## src/rtl/csc_pkg.sv

```systemverilog
// Shared definitions for the socket status-change interrupt controller.
// Assumes one socket, five synchronized pins and a five-bit flag map.
package csc_pkg;
    typedef enum logic [1:0] {
        CARD_MEM  = 2'd0,
        CARD_IO   = 2'd1,
        CARD_BUS  = 2'd2,
        CARD_RSVD = 2'd3
    } card_kind_e;

    // Socket pin positions inside the packed pin vector.
    localparam int PIN_W    = 5;
    localparam int PIN_STAT = 0;
    localparam int PIN_AUX  = 1;
    localparam int PIN_RDY  = 2;
    localparam int PIN_DET0 = 3;
    localparam int PIN_DET1 = 4;

    // Flag positions; software decodes these, so they are fixed.
    localparam int FLAG_W    = 5;
    localparam int FLG_B0    = 0;
    localparam int FLG_B1    = 1;
    localparam int FLG_B2    = 2;
    localparam int FLG_PWR   = 3;
    localparam int FLG_DET16 = 4;

    // Flags whose meaning depends on the card type (cleared on a type change).
    localparam logic [FLAG_W-1:0] PIN_FLAGS = 5'b10111;
endpackage

```

## src/rtl/csc_pin_sync.sv

```systemverilog
// Multi-stage synchronizer plus edge detector for a bundle of socket pins.
// Assumes pins are asynchronous and STAGES >= 2. Edges are suppressed until
// the chain and the history flop hold real samples after reset.
module csc_pin_sync #(
    parameter int W      = 5,
    parameter int STAGES = 2
) (
    input  logic         clk,
    input  logic         rst_n,
    input  logic [W-1:0] pins_in,
    output logic [W-1:0] lvl,
    output logic [W-1:0] rise,
    output logic [W-1:0] fall,
    output logic         armed
);
    localparam int            CW     = $clog2(STAGES + 2);
    localparam logic [CW-1:0] ARM_AT = CW'(STAGES + 1);

    logic [CW-1:0] fill_q;

    // Count cycles since reset until the chain and history are filled.
    always_ff @(posedge clk) begin
        if (!rst_n) begin
            fill_q <= '0;
        end else if (fill_q != ARM_AT) begin
            fill_q <= fill_q + 1'b1;
        end
    end

    assign armed = (fill_q == ARM_AT);

    for (genvar g = 0; g < W; g++) begin : g_pin
        logic [STAGES-1:0] chain_q;
        logic              prev_q;

        // Shift the pin through the chain and remember the last synced value.
        always_ff @(posedge clk) begin
            if (!rst_n) begin
                chain_q <= '0;
                prev_q  <= 1'b0;
            end else begin
                chain_q <= {chain_q[STAGES-2:0], pins_in[g]};
                prev_q  <= chain_q[STAGES-1];
            end
        end

        assign lvl[g]  = chain_q[STAGES-1];
        assign rise[g] = armed & chain_q[STAGES-1] & ~prev_q;
        assign fall[g] = armed & ~chain_q[STAGES-1] & prev_q;
    end
endmodule

```

## src/rtl/csc_evt_decode.sv

```systemverilog
// Maps synchronized pin edges onto flag events according to the card type.
// Pure combinational; assumes rise/fall are already gated by the armed state.
module csc_evt_decode
    import csc_pkg::*;
(
    input  card_kind_e        kind,
    input  logic [PIN_W-1:0]  rise,
    input  logic [PIN_W-1:0]  fall,
    input  logic              pwr_done,
    output logic [FLAG_W-1:0] evt
);
    logic [PIN_W-1:0] chg;
    logic             det_chg;

    assign chg     = rise | fall;
    assign det_chg = chg[PIN_DET0] | chg[PIN_DET1];

    // Select the pin interpretation for the current card type.
    always_comb begin
        evt = '0;
        unique case (kind)
            CARD_MEM: begin
                evt[FLG_B0]    = chg[PIN_STAT];
                evt[FLG_B1]    = chg[PIN_AUX];
                evt[FLG_B2]    = chg[PIN_RDY];
                evt[FLG_DET16] = det_chg;
            end
            CARD_IO: begin
                evt[FLG_B0]    = fall[PIN_STAT];
                evt[FLG_DET16] = det_chg;
            end
            CARD_BUS: begin
                evt[FLG_B0] = rise[PIN_STAT];
                evt[FLG_B1] = chg[PIN_DET0];
                evt[FLG_B2] = chg[PIN_DET1];
            end
            CARD_RSVD: begin
                evt[FLG_DET16] = det_chg;
            end
            default: evt = '0;
        endcase
        evt[FLG_PWR] = pwr_done;
    end
endmodule

```

## src/rtl/csc_flag_bank.sv

```systemverilog
// Event flags with write-one-to-clear, the mask register and the masked OR.
// Assumes a set and a clear of the same bit in one cycle resolve to set;
// a type change wipes the bits selected by PIN_MASK and beats any set.
module csc_flag_bank #(
    parameter int             W        = 5,
    parameter logic [W-1:0]   PIN_MASK = '1
) (
    input  logic         clk,
    input  logic         rst_n,
    input  logic [W-1:0] set_vec,
    input  logic         clr_we,
    input  logic [W-1:0] clr_vec,
    input  logic         type_chg,
    input  logic         mask_we,
    input  logic [W-1:0] mask_wdata,
    output logic [W-1:0] flag_q,
    output logic [W-1:0] mask_q,
    output logic         csc_irq
);
    for (genvar i = 0; i < W; i++) begin : g_bit
        logic bit_q;

        if (PIN_MASK[i]) begin : g_pin_bit
            // Pin-derived flag: type change first, then set, then clear.
            always_ff @(posedge clk) begin
                if (!rst_n) begin
                    bit_q <= 1'b0;
                end else if (type_chg) begin
                    bit_q <= 1'b0;
                end else if (set_vec[i]) begin
                    bit_q <= 1'b1;
                end else if (clr_we && clr_vec[i]) begin
                    bit_q <= 1'b0;
                end
            end
        end else begin : g_plain_bit
            // Type-independent flag: set wins over clear.
            always_ff @(posedge clk) begin
                if (!rst_n) begin
                    bit_q <= 1'b0;
                end else if (set_vec[i]) begin
                    bit_q <= 1'b1;
                end else if (clr_we && clr_vec[i]) begin
                    bit_q <= 1'b0;
                end
            end
        end

        assign flag_q[i] = bit_q;
    end

    // Load the mask register on a write strobe.
    always_ff @(posedge clk) begin
        if (!rst_n) begin
            mask_q <= '0;
        end else if (mask_we) begin
            mask_q <= mask_wdata;
        end
    end

    assign csc_irq = |(flag_q & mask_q);
endmodule

```

## src/rtl/csc_func_gate.sv

```systemverilog
// Level-sensitive functional interrupt qualifier.
// Assumes the request pin is active low and card-detect pins read low
// when a card is seated. Memory and reserved card types never pass.
module csc_func_gate
    import csc_pkg::*;
(
    input  logic       armed,
    input  logic       enable,
    input  card_kind_e kind,
    input  logic       req_lvl,
    input  logic [1:0] det_lvl,
    output logic       func_irq
);
    logic kind_ok;
    logic present;

    // Only I/O and bus-master cards have a functional request line.
    always_comb begin
        kind_ok = (kind == CARD_IO) || (kind == CARD_BUS);
    end

    assign present  = (det_lvl == 2'b00);
    assign func_irq = armed & enable & kind_ok & present & ~req_lvl;
endmodule

```

## src/rtl/csc_sock_irq.sv

```systemverilog
// Top of the socket status-change interrupt controller: synchronizes the
// socket pins, decodes edges by card type, latches flags, and drives the
// masked status-change interrupt and the functional interrupt.
// Assumes card_type and the register strobes are synchronous to clk.
module csc_sock_irq
    import csc_pkg::*;
#(
    parameter int SYNC_STAGES = 2
) (
    input  logic              clk,
    input  logic              rst_n,
    input  logic [1:0]        card_type,
    input  logic              sock_stat,
    input  logic              sock_aux,
    input  logic              sock_rdy,
    input  logic [1:0]        sock_det,
    input  logic              pwr_done,
    input  logic              mask_we,
    input  logic [FLAG_W-1:0] mask_wdata,
    input  logic              flag_clr_we,
    input  logic [FLAG_W-1:0] flag_clr_data,
    input  logic              fen_we,
    input  logic              fen_wdata,
    output logic [FLAG_W-1:0] flag_q,
    output logic [FLAG_W-1:0] mask_q,
    output logic              fen_q,
    output logic              csc_irq,
    output logic              func_irq
);
    logic [PIN_W-1:0]  pin_vec;
    logic [PIN_W-1:0]  pin_lvl;
    logic [PIN_W-1:0]  pin_rise;
    logic [PIN_W-1:0]  pin_fall;
    logic              armed;
    logic [FLAG_W-1:0] evt;
    card_kind_e        type_q;
    logic              type_chg;
    logic              unused_lvl;

    assign pin_vec    = {sock_det, sock_rdy, sock_aux, sock_stat};
    assign unused_lvl = ^pin_lvl[PIN_AUX:PIN_STAT];

    // Track the card type so that a change can be detected.
    always_ff @(posedge clk) begin
        if (!rst_n) begin
            type_q <= card_kind_e'(card_type);
        end else begin
            type_q <= card_kind_e'(card_type);
        end
    end

    assign type_chg = (card_type != type_q);

    // Global functional-interrupt enable register.
    always_ff @(posedge clk) begin
        if (!rst_n) begin
            fen_q <= 1'b0;
        end else if (fen_we) begin
            fen_q <= fen_wdata;
        end
    end

    csc_pin_sync #(
        .W      (PIN_W),
        .STAGES (SYNC_STAGES)
    ) i_sync (
        .clk     (clk),
        .rst_n   (rst_n),
        .pins_in (pin_vec),
        .lvl     (pin_lvl),
        .rise    (pin_rise),
        .fall    (pin_fall),
        .armed   (armed)
    );

    csc_evt_decode i_decode (
        .kind     (type_q),
        .rise     (pin_rise),
        .fall     (pin_fall),
        .pwr_done (pwr_done),
        .evt      (evt)
    );

    csc_flag_bank #(
        .W        (FLAG_W),
        .PIN_MASK (PIN_FLAGS)
    ) i_flags (
        .clk        (clk),
        .rst_n      (rst_n),
        .set_vec    (evt),
        .clr_we     (flag_clr_we),
        .clr_vec    (flag_clr_data),
        .type_chg   (type_chg),
        .mask_we    (mask_we),
        .mask_wdata (mask_wdata),
        .flag_q     (flag_q),
        .mask_q     (mask_q),
        .csc_irq    (csc_irq)
    );

    csc_func_gate i_func (
        .armed    (armed),
        .enable   (fen_q),
        .kind     (type_q),
        .req_lvl  (pin_lvl[PIN_RDY]),
        .det_lvl  (pin_lvl[PIN_DET1:PIN_DET0]),
        .func_irq (func_irq)
    );
endmodule

```

## config.mk

```make
export PLATFORM = sky130hd
export DESIGN_NAME = csc_sock_irq
export DESIGN_NICKNAME = d
export VERILOG_FILES = /design/src/rtl/csc_pkg.sv /design/src/rtl/csc_pin_sync.sv /design/src/rtl/csc_evt_decode.sv /design/src/rtl/csc_flag_bank.sv /design/src/rtl/csc_func_gate.sv /design/src/rtl/csc_sock_irq.sv
export SDC_FILE = /design/constraint.sdc
export NUM_CORES = 1
export LEC_CHECK = 0
export BUFFER_PORTS_ARGS = -buffer_cell sky130_fd_sc_hd__buf_2
export CORE_MARGIN = 3
export CORE_UTILIZATION = 49
export CTS_CLUSTER_DIAMETER = 60
export DETAILED_ROUTE_END_ITERATION = 8
export PLACE_DENSITY = 0.76
export SLEW_MARGIN = 0
export SYNTH_ARGS = -nofsm -noshare
export SYNTH_HDL_FRONTEND = slang
export SYNTH_SLANG_ARGS = --single-unit
```

## constraint.sdc

```tcl
create_clock -name clk -period 1.44 [get_ports clk]
set_input_delay 0.144 -clock clk [delete_from_list [all_inputs] [get_ports clk]]
set_output_delay 0.144 -clock clk [all_outputs]
set_load 0.03 [all_outputs]
```

Word-level counts from Yosys, hierarchy flattened

Index checks and enable logic that the tools add are counted.

Multiplexer cells: 13
Bitwise gates (word level): 38
$add $sub $neg: 1
Equality and inequality tests: 6
Reduce and logical (&&, ||, !) cells: 16

Operators by type and width:

| kind                                          | count |
|---|---|
| bitwise AND 1 bit                             | 24 |
| 2-to-1 mux 1 bit                              | 11 |
| NOT 1 bit                                     | 11 |
| nonzero test 2 bit                            | 5 |
| == test 2 bit, second input constant          | 3 |
| bitwise AND 5 bit                             | 1 |
| logical AND 1 bit                             | 5 |
| OR 5 bit                                      | 1 |
| OR reduction 5 bit                            | 1 |
| zero test 2 bit                               | 2 |
| case mux 2 bit (2 select lines)               | 1 |
| case mux 1 bit (3 select lines)               | 1 |
| OR reduction 3 bit                            | 1 |
| adder 2 x 1 -> 2 bit, second input constant   | 1 |
| == test 2 x 1 -> 1 bit, second input constant | 1 |
| != test 2 bit                                 | 1 |
| != test 2 bit, second input constant          | 1 |
| OR reduction 2 bit                            | 1 |
| logical OR 1 bit                              | 1 |
| OR 1 bit                                      | 1 |

Bits of input ports: 24
Word-level logic and storage cells: 93
Bits in registers: 30
Output and inout bits: 13

Logic depth before layout (Yosys ltp)

Gate-level depths: netlist of run 1.

Depth after elaboration: 7
Gate-level depth with buffers: 5
Depth with buffers taken out: 5

Cells and area by module

From an unflattened synthesis of run 1, not the netlist that was laid out.

Cell total of the unflattened synthesis: 122
Area, all modules: 1,243.7 µm²

Modules (own cells, without submodules):

| module         | cells each | sequential area each (µm²) | area an instance (µm²) | instances |
|---|---|---|---|---|
| csc_pin_sync   | 59         | 340.3                      | 609.3                  | 1 |
| csc_flag_bank  | 40         | 200.2                      | 441.7                  | 1 |
| csc_sock_irq   | 8          | 60.1                       | 97.6                   | 1 |
| csc_evt_decode | 12         | 0.0                        | 65.1                   | 1 |
| csc_func_gate  | 3          | 0.0                        | 30.0                   | 1 |

Least setup slack after synthesis of run 1

OpenSTA, ideal clock, no wires.

Path type: register to output
From: register type_q[0]
To: output port func_irq
Buffers on the path: 0
Data required time: 1,296 ps
Cell stages (with the launch flop): 5
Data arrival time: 1,245 ps
Slack: 51 ps
Cell sequence: dfxtp_1 > inv_1 > ha_1 > nor4b_1 > and3_1

Cells in the longest elaborated chain, start to end: 5
Elaborated cells between the ends (all ways): 6
Those cells by class: eq/ne: 2; bitwise: 3; reduce/logical: 1

RTL lines:

| element                                                 | RTL line            | text |
|---|---|---|
| start: declaration                                      | csc_sock_irq.sv:36  | `card_kind_e type_q;` |
| start signal: assignment                                | csc_sock_irq.sv:46  | `type_q <= card_kind_e'(card_type);` |
| start signal: assignment                                | csc_sock_irq.sv:48  | `type_q <= card_kind_e'(card_type);` |
| == test 2 x 1 -> 1 bit or == test 2 bit (tied branches) | csc_func_gate.sv:19 | `kind_ok = (kind == CARD_IO) \|\| (kind == CARD_BUS);` |
| logical OR 1 bit *                                      | csc_func_gate.sv:19 |  |
| bitwise AND 1 bit * (3 in a row)                        | csc_func_gate.sv:23 | `assign func_irq = armed & enable & kind_ok & present & ~req_lvl;` |
| end: declaration                                        | csc_sock_irq.sv:28  | `output logic func_irq` |

Every way passes the cells marked *; elsewhere a longest branch is shown, timed or not.

Worst setup path in the final report of run 1

From: register type_q[1]
To: output port func_irq

The elaborated chain is that of the path after synthesis.

==> results of run 1 <==
==> cell type report <==
class                      instances  area, sq um
sequential                        30        604.3
clock inverter                     2        12.51
timing repair buffer              42        242.7
multi-input combinational         72        545.5
inverter                           2        7.507
tap                               28        35.03
fill                             200        755.7
clock buffer                       6        51.30
==> worst max-delay path, stage by stage (launching register included) <==
cell and delay (ns):
dfxtp_2 0.36, inv_2 0.06, ha_4 0.25, nor4b_2 0.15, and3_1 0.20, buf_6 0.13
==> routing by layer <==
layer  vias to the layer above  track usage (%)  share of wire (%)
met2                        45            28.55                 49
met4                         0            12.15                3.0
met1                       405            17.68                 38
met3                         6            7.243                9.5
li1                        454                -                  -
met5                         -                0                  0
==> through the flow <==
| stage | TNS (ns) | power, mW | util, % |
|---|---|---|---|
| global placement | 0 | 1.109 | 60.54 |
| finish | -0.1826 | 1.640 | 66.48 |
| global route | -0.3117 | 1.727 | 66.48 |
| detailed placement | 0 | 1.122 | 60.54 |
| floorplan | 0 | 1.054 | - |
| CTS | -0.2096 | 1.662 | 66.48 |
==> worst paths after layout <==
check                                           startpoint                          to  cells after the start
worst max register to register            i_sync.fill_q[0]      i_flags.g_bit[0].bit_q                      4
worst max-delay path                             type_q[1]                    func_irq                      5
worst min register to register  i_sync.g_pin[1].chain_q[0]  i_sync.g_pin[1].chain_q[1]                      1
worst min-delay path                           sock_det[1]  i_sync.g_pin[4].chain_q[0]                      2
==> cell families (layout without fill, tap and decap cells) <==
family,count (synthesis),in the layout,share of synthesized area [%]
simple gates,40,40,20.40
xor+xnor,7,7,5.126
flops,30,30,50.21
fa+ha+maj,6,6,6.276
compound gates,12,12,6.381
mux,7,7,5.858
buf+inv,11,52,5.753
==> power by group <==
part | switching (mW) | internal [mW]
logic | 0.109 | 0.109
registers | 0.0265 | 0.875
clock network | 0.286 | 0.234
total | 0.422 | 1.22
==> state kept, by name, indices dropped and copies added (netlist names) <==
| signal | flops |
|---|---|
| fen_q | 1 |
| i_flags.g_bit.bit_q | 5 |
| i_flags.mask_q | 5 |
| i_sync.fill_q | 2 |
| i_sync.g_pin.chain_q | 10 |
| i_sync.g_pin.prev_q | 5 |
| type_q | 2 |
==> layout by cell type (no fill, tap or decap), types with 4 or more instances in the layout <==
cell      count
mux2i_1       7
and2_1       16
ha_1          5
a21oi_1       4
dfxtp_1      27
nor2b_1       8
clkbuf_4      5
buf_4         4
nand2_1       8
buf_2        34
xor2_1        4
==> repair_timing <==
action / in CTS / in global routing
setup endpoints to repair: 2 / 2
pin swaps: 4 / 1
resized for setup: 11 / 0
hold endpoints to repair: 2 / 0
buffers inserted: 2 / 0
hold buffers: 2 / 0
==> key figures, run 1 <==
Cells and area
  – Ant. Diodes: 0
  – Area growth syn-to-layout: 25.31%
  – Nets: 183
  – Non-Filler Instances: approximately 180
  – Ratio of cells with drive above 1 in the final layout: 36.36%
  – Fin area: about 1500 sq um

Clocking
  – CTS Buffer Depth: 2
  – # clock sinks: 30
  – Num CTS Buffers: 5
  – CTS clk-pin slew, worst paths: 0.09 ns
  – Root Driver: clkbuf_4
  – Htree depth: 2
  – Clk Latency, worst-skew pair: 0.32 ns
  – CTS tree: built

Timing
  – Slew Viols, Final: 0
  – Worst slew pin tran: about 0.36 ns
  – RSZ-0062 raised after global routing: yes
  – Max-slew headroom: 75.78%
  – Skew final: 0.007613 ns
  – Final hold vios: 0
  – Fin Hold WS: about 0.028 ns
  – Post-route setup slack: -0.1644 ns
  – Final period utilization: 111.4%
  – Max Fclk: 623.3 MHz
  – Setup Viol. Count Final: 2
  – Post-route minimum period: 1.604 ns

Logic synthesis
  – Post-Syn Instances: 113
  – Synth Flop Type: dfxtp_1
  – Synth unique cells: 24
  – Post-synthesis async set-or-reset flop share: 0%
  – Top post-synthesis cells by count: dfxtp_1, and2_1, nand2_1, nor2b_1, mux2i_1
  – Count leader, synth: dfxtp_1
  – Synth warn: 0
  – Seq cells post-synth: 30
  – Largest cells by area after synthesis: dfxtp_1, and2_1, ha_1
  – Register area share after synthesis: around 50%
  – Syn_area_per_cell: 10.59 sq um
  – Yosys top cell by area: dfxtp_1
  – EDFF count, synth: 0
  – Mapped Nets: 143
  – Mapped Area: 1196 sq um
  – Top-area cell type share of the netlist area: 50.21%

GRT
  – Initial antenna violation count: 0
  – Largest net degree at the start of global routing: 26
  – Gr usage total: 17.38%
  – GRT overflow: 0
  – First-pass GRT wire length: 4112 um
  – Number of global-route vias before repair: approximately 920

Placement
  – PortBufs: 36
  – Pre-CTS WS: 0.07084 ns
  – DP Area: 1365 sq um
  – Dpl hpwl: 1647 um
  – Cells after DPL: 170
  – RD Place Congestion: 0.8718

Routing
  – Via count: between 900 and 1000
  – Drt via density: 5.000
  – Final wirelength: 2395 um
  – Residual DRC: 0
  – Drt wl/cell: 13.16 um
  – DR pass1 iterations: 4
  – Antenna Violating Nets Remaining: 0
  – First DRT Iteration DRCs: 28

Pwr
  – Peak supply drop: roughly 820 uV
  – Power Density: 1094 nW/um^2
  – Pleak: 0.7136 nW

Floorplanning
  – Initial core utilization: 53.05%
  – Row cnt: 17
  – Die area: 3070 sq um
  – Die Wd: 55.41 um
  – Die H: roughly 55 um
  – Core box area: ~2300 sq um
  – I/O pin count: 37

Worst setup path
  – FF-to-FF setup slack: 0.15 ns
  – Maximum fanout along the worst path: 2
  – Required time of the critical path: 1.30 ns
  – Worst setup path category: reg -> out
  – Critical Path Sink Type: output port
  – Worst Path Arrival: around 1.5 ns
  – Startpoint class of the critical path: flip-flop

Worst hold path
  – Hold Crit Class: in -> reg

Run status
  – Failing checks: setup timing
  – Outcome: finished, violations left

Run
  – MaxCap Viol Count: 0
Note: power is estimated with default switching activity, not from simulation.
==> inputs of run 2 (changes only) <==
--- a/config.mk
+++ b/config.mk
@@ -5,12 +5,12 @@
 export SDC_FILE = /design/constraint.sdc
 export NUM_CORES = 1
 export LEC_CHECK = 0
-export BUFFER_PORTS_ARGS = -buffer_cell sky130_fd_sc_hd__buf_2
 export CORE_MARGIN = 3
-export CORE_UTILIZATION = 49
+export CORE_UTILIZATION = 55
 export CTS_CLUSTER_DIAMETER = 60
 export DETAILED_ROUTE_END_ITERATION = 8
-export PLACE_DENSITY = 0.76
+export DONT_BUFFER_PORTS = 1
+export PLACE_DENSITY = 0.69
 export SLEW_MARGIN = 0
 export SYNTH_ARGS = -nofsm -noshare
 export SYNTH_HDL_FRONTEND = slang
==> key figures, run 2 (same netlist as run 1, synthesis figures left out) <==
Run status
  – Outcome: finished, violations left
  – Failing checks: setup timing

Clocking
  – # clock sinks: 30
  – CTS Buffer Depth: 2
  – Clk Latency, worst-skew pair: 0.32 ns
  – Htree depth: 2
  – Root Driver: clkbuf_4
  – Num CTS Buffers: 5
  – CTS tree: built
  – CTS clk-pin slew, worst paths: ~0.09 ns

GRT
  – Number of global-route vias before repair: between 800 and 900
  – First-pass GRT wire length: 3829 um
  – Largest net degree at the start of global routing: 25
  – GRT overflow: 0
  – Initial antenna violation count: 0
  – Gr usage total: about a fifth

Worst setup path
  – Critical path, cell by cell: inv_2 -> ha_4 -> nor4b_4 -> and3_1 -> buf_6
  – Max stage delay cell, worst path: dfxtp_2
  – Worst Path Arrival: 1.48 ns
  – RR Startpoint: i_flags.mask_q[4]
  – Worst setup path category: reg -> out
  – WP buf/inv: 2
  – Worst path max stage delay: 0.35 ns
  – Maximum fanout along the worst path: 2
  – Required time of the critical path: roughly 1.3 ns
  – Startpoint class of the critical path: flip-flop
  – Critical Path Sink Type: output port
  – Cell family with most CP delay: simple AND/OR/NAND/NOR gates
  – Setup crit start: type_q[0]

Timing
  – Post-route minimum period: ~1.6 ns
  – RSZ-0062 raised after global routing: yes
  – Final hold vios: 0
  – Max-slew headroom: 58.35%
  – Max Fclk: 613.9 MHz
  – Post-route setup slack: -0.1890 ns
  – Setup TNS: -0.1890 ns
  – Setup Viol. Count Final: 1
  – Skew final: 0.008726 ns
  – Worst slew pin tran: between 0.6 and 0.7 ns
  – Slew Viols, Final: 0
  – Fin Hold WS: 0.004830 ns
  – Final period utilization: 113.1%

Pwr
  – Peak supply drop: about 770 uV
  – Pleak: about 0.71 nW
  – Power Density: 1024 nW/um^2
  – Total power: 1.657 mW

Floorplanning
  – Die H: 52.64 um
  – Row cnt: 16
  – Initial core utilization: 59.75%
  – I/O pin count: 37
  – Core box area: 2002 sq um
  – Die area: 2770 sq um
  – Die Wd: 52.64 um

Cells and area
  – Ratio of cells with drive above 1 in the final layout: between 20 and 25%
  – Nets: 181
  – Area growth syn-to-layout: 35.25%
  – Ant. Diodes: 0
  – Top reg by flops: i_sync.g_pin.chain_q
  – Fin area: 1618 sq um
  – Most common cell after layout, fill and taps aside: dfxtp_1
  – Commonest cells after routing, fill and taps aside: dfxtp_1, dlygate4sd3_1, buf_4
  – Max FFs per register: 10

Routing
  – Drt via density: 4.966
  – Final wirelength: between 2000 and 2500 um
  – Via count: 889
  – Antenna Violating Nets Remaining: 0
  – First DRT Iteration DRCs: 9
  – Drt wl/cell: approximately 14 um
  – Residual DRC: 0
  – DR pass1 iterations: 4

Worst hold path
  – Hold Crit Class: in -> reg
  – Hold_sp: mask_we

Placement
  – RD Place Congestion: 0.6952
  – Pre-CTS WS: between 0.08 and 0.09 ns
  – Dpl hpwl: ~1500 um
  – PortBufs: 0
  – DP Area: 1281 sq um

Run
  – MaxCap Viol Count: 0
## run 2: cell count changes in the layout (fill, tap and decap cells not counted), sizes merged
cell,before,now
clkinvlp,1,0
clkbuf,6,7
dlygate4sd3,2,21
buf,40,19
## run 2: final cells by class
class                      instances  area (sq um)
timing repair buffer              40         356.6
clock buffer                       7         55.05
fill                             133         384.1
multi-input combinational         72         556.8
inverter                           2         7.507
clock inverter                     1         5.005
tap                               27         33.78
sequential                        30         603.1
## run 2: final timing paths
path / endpoint / slack, ns / cells past startpoint
setup / recovery: func_irq / -0.19 / 5
hold / removal: i_flags.mask_q[2] / 0.005 / 2
setup reg to reg: i_flags.mask_q[4] / 0.05 / 4
hold reg to reg: i_sync.g_pin[0].chain_q[1] / 0.43 / 1
## run 2: per-layer routing
metal | GRT usage (%) | wire [um] | vias to the layer above
met5 | 0 | 0 | -
met3 | 8.832 | 188 | 5
li1 | - | - | 445
met1 | 21.79 | 1013 | 407
met2 | 32.02 | 1256 | 32
met4 | 9.787 | 35 | 0
## run 2: through the flow
step                      util [%]  instances
after floorplan                  -        113
after global placement       64.00        146
after detailed placement     64.00        146
after CTS                    76.50        172
after global routing         80.81        179
final                        80.81        179
## run 2: power by group
group	internal, mW	switching [mW]
registers	0.875	0.0252
clock network	0.236	0.270
logic	0.141	0.110
total	1.25	0.405
## run 2: timing repair
action | in CTS | in global routing
setup buffers | 2 | 2
endpoints found under the setup margin | 2 | 2
endpoints found under the hold margin | 27 | 3
hold buffers | 16 | 5
gates resized for setup | 7 | 2
pin swaps | 2 | 4
## run 2: worst reg2reg max path, stage by stage, from the launching register on
cell	delay (ns)
dfxtp_1	0.33
buf_4	0.17
mux2i_1	0.16
dlygate4sd3_1	0.59
nor2b_1	0.05
